### src/rtl/irbuf_pkg.sv
package irbuf_pkg;

    localparam logic [7:0] A_CTRL  = 8'h00;
    localparam logic [7:0] A_RXCFG = 8'h10;
    localparam logic [7:0] A_DATA  = 8'h20;
    localparam logic [7:0] A_IEN   = 8'h2C;
    localparam logic [7:0] A_STAT  = 8'h30;

    localparam int NSRC      = 3;
    localparam int LEVEL_LSB = 8;

    typedef enum logic [1:0] {
        SRC_OVERRUN = 2'd0,
        SRC_PKT_END = 2'd1,
        SRC_AVAIL   = 2'd2
    } src_e;

    typedef struct packed {
        logic [1:0] mode;
        logic       rx_on;
        logic       glb_on;
    } ctrl_t;

    // Register bit used by each interrupt source (shared by enable and status).
    function automatic int src_bit(input int idx);
        case (idx)
            0:       return 0;
            1:       return 1;
            default: return 4;
        endcase
    endfunction

endpackage

### src/rtl/ir_byte_fifo.sv
module ir_byte_fifo #(
    parameter int DEPTH = 16,
    localparam int PTR_W = $clog2(DEPTH),
    localparam int CNT_W = $clog2(DEPTH) + 1
) (
    input  logic             clk,
    input  logic             rst,
    input  logic             flush,
    input  logic             push,
    input  logic [7:0]       din,
    input  logic             pop,
    output logic [7:0]       head,
    output logic [CNT_W-1:0] count,
    output logic             full,
    output logic             empty
);

    logic [7:0]       mem [DEPTH];
    logic [PTR_W-1:0] wptr, rptr;
    logic             do_push, do_pop;

    assign full    = (count == CNT_W'(DEPTH));
    assign empty   = (count == '0);
    assign do_pop  = pop && !empty;
    assign do_push = push && (!full || do_pop);
    assign head    = mem[rptr];

    always_ff @(posedge clk) begin
        if (rst || flush) begin
            wptr  <= '0;
            rptr  <= '0;
            count <= '0;
        end else begin
            if (do_push) begin
                wptr <= (wptr == PTR_W'(DEPTH - 1)) ? '0 : wptr + 1'b1;
            end
            if (do_pop) begin
                rptr <= (rptr == PTR_W'(DEPTH - 1)) ? '0 : rptr + 1'b1;
            end
            case ({do_push, do_pop})
                2'b10:   count <= count + 1'b1;
                2'b01:   count <= count - 1'b1;
                default: count <= count;
            endcase
        end
    end

    always_ff @(posedge clk) begin
        if (do_push) begin
            mem[wptr] <= din;
        end
    end

    AST_COUNT_BOUND: assert property (@(posedge clk) disable iff (rst)
        count <= CNT_W'(DEPTH));
    AST_FULL_DROP: assert property (@(posedge clk) disable iff (rst)
        (push && full && !pop && !flush) |=> full);
    AST_EMPTY_READ: assert property (@(posedge clk) disable iff (rst)
        (pop && empty && !push && !flush) |=> empty);
    AST_FLUSH_EMPTIES: assert property (@(posedge clk) disable iff (rst)
        flush |=> (count == '0));

endmodule

### src/rtl/ir_irq_ctrl.sv
module ir_irq_ctrl #(
    parameter int NSRC = 3
) (
    input  logic            clk,
    input  logic            rst,
    input  logic [NSRC-1:0] set_vec,
    input  logic [NSRC-1:0] clr_vec,
    input  logic [NSRC-1:0] en_vec,
    output logic [NSRC-1:0] pend,
    output logic            irq
);

    for (genvar i = 0; i < NSRC; i++) begin : g_src
        always_ff @(posedge clk) begin
            if (rst) begin
                pend[i] <= 1'b0;
            end else if (set_vec[i]) begin
                pend[i] <= 1'b1;
            end else if (clr_vec[i]) begin
                pend[i] <= 1'b0;
            end
        end

        AST_SET_WINS: assert property (@(posedge clk) disable iff (rst)
            set_vec[i] |=> pend[i]);
        AST_CLEAR_TAKES: assert property (@(posedge clk) disable iff (rst)
            (clr_vec[i] && !set_vec[i]) |=> !pend[i]);
    end

    assign irq = |(pend & en_vec);

endmodule

### src/rtl/ir_rx_buffer.sv
module ir_rx_buffer
    import irbuf_pkg::*;
#(
    parameter int DEPTH = 16
) (
    input  logic        clk,
    input  logic        rst,
    input  logic        code_valid,
    input  logic [7:0]  code_data,
    input  logic        frame_end,
    input  logic [7:0]  reg_addr,
    input  logic [31:0] reg_wdata,
    input  logic        reg_wr,
    input  logic        reg_rd,
    output logic [31:0] reg_rdata,
    output logic        irq
);

    localparam int CNT_W = $clog2(DEPTH) + 1;

    ctrl_t            ctrl;
    logic [7:0]       rxcfg;
    logic [NSRC-1:0]  src_en;
    logic [CNT_W-1:0] level;
    logic [NSRC-1:0]  pend, set_vec, clr_vec;
    logic [7:0]       head;
    logic [CNT_W-1:0] count;
    logic             full, empty, receiving, push_req, pop_req;

    assign receiving = ctrl.glb_on && ctrl.rx_on;
    assign push_req  = code_valid && receiving;
    assign pop_req   = reg_rd && (reg_addr == A_DATA);

    always_ff @(posedge clk) begin
        if (rst) begin
            ctrl   <= '0;
            rxcfg  <= '0;
            src_en <= '0;
            level  <= '0;
        end else if (reg_wr) begin
            case (reg_addr)
                A_CTRL: begin
                    ctrl.glb_on <= reg_wdata[0];
                    ctrl.rx_on  <= reg_wdata[1];
                    ctrl.mode   <= reg_wdata[5:4];
                end
                A_RXCFG: rxcfg <= reg_wdata[7:0];
                A_IEN: begin
                    for (int i = 0; i < NSRC; i++) begin
                        src_en[i] <= reg_wdata[src_bit(i)];
                    end
                    level <= reg_wdata[LEVEL_LSB +: CNT_W];
                end
                default: ;
            endcase
        end
    end

    ir_byte_fifo #(.DEPTH(DEPTH)) i_fifo (
        .clk   (clk),
        .rst   (rst),
        .flush (!ctrl.glb_on),
        .push  (push_req),
        .din   (code_data),
        .pop   (pop_req),
        .head  (head),
        .count (count),
        .full  (full),
        .empty (empty)
    );

    always_comb begin
        set_vec              = '0;
        set_vec[SRC_OVERRUN] = push_req && full && !(pop_req && !empty);
        set_vec[SRC_PKT_END] = frame_end && receiving;
        set_vec[SRC_AVAIL]   = count > level;
        for (int i = 0; i < NSRC; i++) begin
            clr_vec[i] = reg_wr && (reg_addr == A_STAT) && reg_wdata[src_bit(i)];
        end
    end

    ir_irq_ctrl #(.NSRC(NSRC)) i_irq (
        .clk     (clk),
        .rst     (rst),
        .set_vec (set_vec),
        .clr_vec (clr_vec),
        .en_vec  (src_en),
        .pend    (pend),
        .irq     (irq)
    );

    always_comb begin
        reg_rdata = '0;
        case (reg_addr)
            A_CTRL: begin
                reg_rdata[0]   = ctrl.glb_on;
                reg_rdata[1]   = ctrl.rx_on;
                reg_rdata[5:4] = ctrl.mode;
            end
            A_RXCFG: reg_rdata[7:0] = rxcfg;
            A_DATA:  reg_rdata[7:0] = empty ? 8'h00 : head;
            A_IEN: begin
                for (int i = 0; i < NSRC; i++) begin
                    reg_rdata[src_bit(i)] = src_en[i];
                end
                reg_rdata[LEVEL_LSB +: CNT_W] = level;
            end
            A_STAT: begin
                for (int i = 0; i < NSRC; i++) begin
                    reg_rdata[src_bit(i)] = pend[i];
                end
                reg_rdata[LEVEL_LSB +: CNT_W] = count;
            end
            default: ;
        endcase
    end

    AST_OVERRUN_FLAG: assert property (@(posedge clk) disable iff (rst)
        (code_valid && receiving && full && !pop_req) |=> pend[SRC_OVERRUN]);
    AST_IGNORED_PUSH: assert property (@(posedge clk) disable iff (rst)
        (code_valid && ctrl.glb_on && !ctrl.rx_on && !pop_req) |=> $stable(count));
    AST_PKT_END_FLAG: assert property (@(posedge clk) disable iff (rst)
        (frame_end && receiving) |=> pend[SRC_PKT_END]);

endmodule

### config.mk
export PLATFORM = sky130hd
export DESIGN_NAME = ir_rx_buffer
export DESIGN_NICKNAME = d
export VERILOG_FILES = /design/src/rtl/irbuf_pkg.sv /design/src/rtl/ir_byte_fifo.sv /design/src/rtl/ir_irq_ctrl.sv /design/src/rtl/ir_rx_buffer.sv
export SDC_FILE = /design/constraint.sdc
export NUM_CORES = 1
export LEC_CHECK = 0
export BUFFER_PORTS_ARGS = -buffer_cell sky130_fd_sc_hd__buf_2
export CELL_PAD_IN_SITES_DETAIL_PLACEMENT = 0
export CELL_PAD_IN_SITES_GLOBAL_PLACEMENT = 2
export CORE_MARGIN = 1
export CORE_UTILIZATION = 38
export CTS_CLUSTER_DIAMETER = 40
export DETAILED_ROUTE_END_ITERATION = 16
export PLACE_DENSITY = 0.79
export SYNTH_ARGS = -nofsm -noshare
export SYNTH_HDL_FRONTEND = slang
export SYNTH_SLANG_ARGS = --single-unit
### constraint.sdc
create_clock -name clk -period 2.87 [get_ports clk]
set_input_delay 0.1435 -clock clk [delete_from_list [all_inputs] [get_ports clk]]
set_output_delay 0.1435 -clock clk [all_outputs]
set_load 0.01 [all_outputs]
==> impl_results.md <==
- Run status: complete, no violations
- DPL Wire Length: 11,000 um
- Mapped Area: 7410 um^2
- Met1 wire length: 7230 um
- Final core utilization: 45.8%
- Routed len/inst: 19.7 um
- GR Overflow Total: 0
- Critical Setup Path Class: flop to flop
- Final hold violation count: 0
- Avg Inst Size Synth: 15.0 um^2
- Layout cell share with drive strength beyond 1: 25.5%
- Nets@finish: 631
- Final Slew Violations: 0
- Vias: 4,356
- Most common cell after layout, fill and taps aside: edfxtp_1
- Pwr/cell area: 589 nW/um^2
- Post-Route WL: 16,500 um
- Final Cycle Share: 94.7%
- Commonest non-fill, non-tap cells in the layout: 128 x edfxtp_1, 48 x buf_2, 39 x dfxtp_1, 36 x mux2i_1
- CP Data Arrival Time: 3.07 ns
- P&R area growth vs syn: 16.9%
- I/O Buffers: 48
- Via density per instance: 5.20
- Residual DRC: 0
- Largest net degree at the start of global routing: 35
- FILL cells: 1,669
- Worst-path fanout max: 5
- Die ar.: 20,100 um^2
- Pwr Total: 0.00510 W
- Slew margin rel.: 21.1%
- Least-Margin Pin Slew: 1.17 ns
- Sink Count: 168
- Height of the chip: 142 um
- TritonCTS clock tree: built
- DIE WIDTH: 142 um
- Area after DPL: 7920 um^2
- CORE AREA: 18,900 um^2
- Maximum vdd drop: 0.000417 V
- Clock transition at path regs: 0.07 ns
- Critical path endpoint category: flop
- Post-synth EDFFs: 128
- Asr flop ratio synth: 0%
- Routed Antenna Nets: 0
- Synthesized instance count: 494
- Initial drt markers: 341
- GRT Total Usage: 17.3%
- Skew final: 0.00931 ns
- Metal2 WL: 7940 um
- Antenna Cells: 0
- Yosys warning total: 0
- RSZ-0062 raised after global routing: no
- Synth Flop Type: edfxtp_1
- Worst Hold Class: input port to flop
- Number of global-route vias before repair: 4,303
- I/O pins: 87
- Seq cells post-synth: 168
- Max-cap violation count: 0
- LEAKAGE: 3.01 nW
- Setup TNS: 0 ns
- Critical Path Source Type: flop
- Initial core utilization: 39.2%
- CTS Buf Count: 17
- Max layer used: met5
- H-tree depth: 4
- Root buf cell: clkbuf_16
- RD Place Congestion: 0.830
- CTS Buffer Depth: 2
- Initial antenna violation count: 1
- DR pass1 iterations: 5
- Cell area after layout: 8650 um^2
- Synth unique cells: 60
- Detail Route met3 WL: 1000 um
- Fmax: 0.368 GHz
- Min Tclk post-route: 2.72 ns
- Clock Latency Late Sink: 0.43 ns
- First-pass GRT wire length: 24,900 um
- Placement Rows: 50
- Seq/Total Area, Yosys: 62.7%
- CP required: 3.22 ns
- Final setup vio count: 0
[state kept, by name (all words and copies together), names as in the netlist, named ones only]
signal and count:
i_irq.pend 3, ctrl 4, i_fifo.count 5, level 5, src_en 3, i_fifo.wptr 4
i_fifo.mem 128, i_fifo.rptr 4, rxcfg 8
[Yosys cell counts, types with 2 or more instances]
cell type / number / area (um^2)
nor4_1: 2 / 12.5
mux4_2: 30 / 676
nand2_1: 18 / 67.6
mux2i_1: 36 / 360
a221o_1: 4 / 40.0
o21ai_0: 8 / 40.0
a2bb2oi_1: 2 / 17.5
xor2_1: 3 / 26.3
nor2_1: 30 / 113
nor2b_1: 7 / 43.8
mux2_2: 7 / 78.8
nand4_1: 2 / 12.5
ha_1: 13 / 163
a222oi_1: 4 / 40.0
nand3_1: 14 / 70.1
buf_1: 2 / 7.51
inv_1: 16 / 60.1
nand2b_1: 7 / 43.8
and4_1: 3 / 26.3
clkbuf_1: 10 / 37.5
nor3_1: 7 / 35.0
buf_4: 21 / 158
buf_2: 10 / 50.1
dfxtp_1: 40 / 801
a21o_1: 2 / 15.0
o221ai_1: 3 / 26.3
a22o_1: 5 / 43.8
and2_1: 2 / 12.5
a21oi_1: 15 / 75.1
edfxtp_1: 128 / 3840
a31oi_1: 5 / 31.3
and3_1: 10 / 62.6
[layout make-up]
| type | count | area [um^2] | share of cell area, % |
|---|---|---|---|
| clock buffer | 19 | 433 | 5.00 |
| tap | 260 | 325 | 3.76 |
| inverter | 16 | 60.1 | 0.694 |
| clock inverter | 13 | 181 | 2.10 |
| timing repair buffer | 77 | 498 | 5.75 |
| sequential | 168 | 4650 | 53.7 |
| multi-input combinational | 284 | 2510 | 29.0 |
[kinds of logic after synthesis]
group	synth area share, %
buffers and inverters	4.38
AOI/OAI and AO/OA	6.78
adders and majority gates	2.20
DFF	62.7
xor gates and xnor gates	0.355
muxes	15.1
other	0.0506
and+or+nand+nor	8.48
[where the power goes]
group          internal, W  switching [W]  leakage [nW]
clock              0.00140       0.000987         0.297
combinational    0.0000339      0.0000671          1.24
sequential         0.00261    0.000000372          1.47
[worst max-delay path, stage by stage (launching register included)]
cell      delay (ns)
dfxtp_1         0.32
or4_4           0.58
a311oi_4        0.36
nor2_4          0.05
inv_1           0.08
ha_1            0.18
xor2_1          0.16
ha_1            0.24
a21oi_1         0.07
xor2_1          0.15
or3_1           0.31
a21oi_1         0.15
[routing by layer]
layer	global-route usage [%]	vias up
met5	0	-
met4	5.66	2
met3	4.99	19
met2	28.1	138
met1	22.4	2162
li1	-	2035
[per-stage QoR]
| step | worst slack (ns) | cells | hold WS (ns) |
|---|---|---|---|
| 6_report | 0.152 | 837 | 0.0271 |
| 5_1_grt | 0.0108 | 837 | 0.0177 |
| 4_1_cts | 0.137 | 837 | 0.00453 |
| 3_5_place_dp | 0.169 | 794 | 0.391 |
| 3_3_place_gp | 0.222 | 794 | 0.384 |
| 2_1_floorplan | 0.00326 | 512 | 0.242 |
[worst paths after layout]
| path | end | depth (start not counted) | slack, ns | start |
|---|---|---|---|---|
| max | i_fifo.count[2] | 11 | 0.15 | i_fifo.count[0] |
| min | src_en[2] | 3 | 0.03 | reg_wdata[4] |
| max reg2reg | i_fifo.count[2] | 11 | 0.15 | i_fifo.count[0] |
| min reg2reg | level[2] | 2 | 0.48 | level[2] |
[what timing repair did]
action / 4_1_cts / 5_1_grt
hold buffers: 11 / 0
endpoints found under the hold margin: 11 / 0
resized for setup: 0 / 1
endpoints found under the setup margin: 0 / 1
setup buffers: 0 / 0
Note: power is estimated with default switching activity, not from simulation.
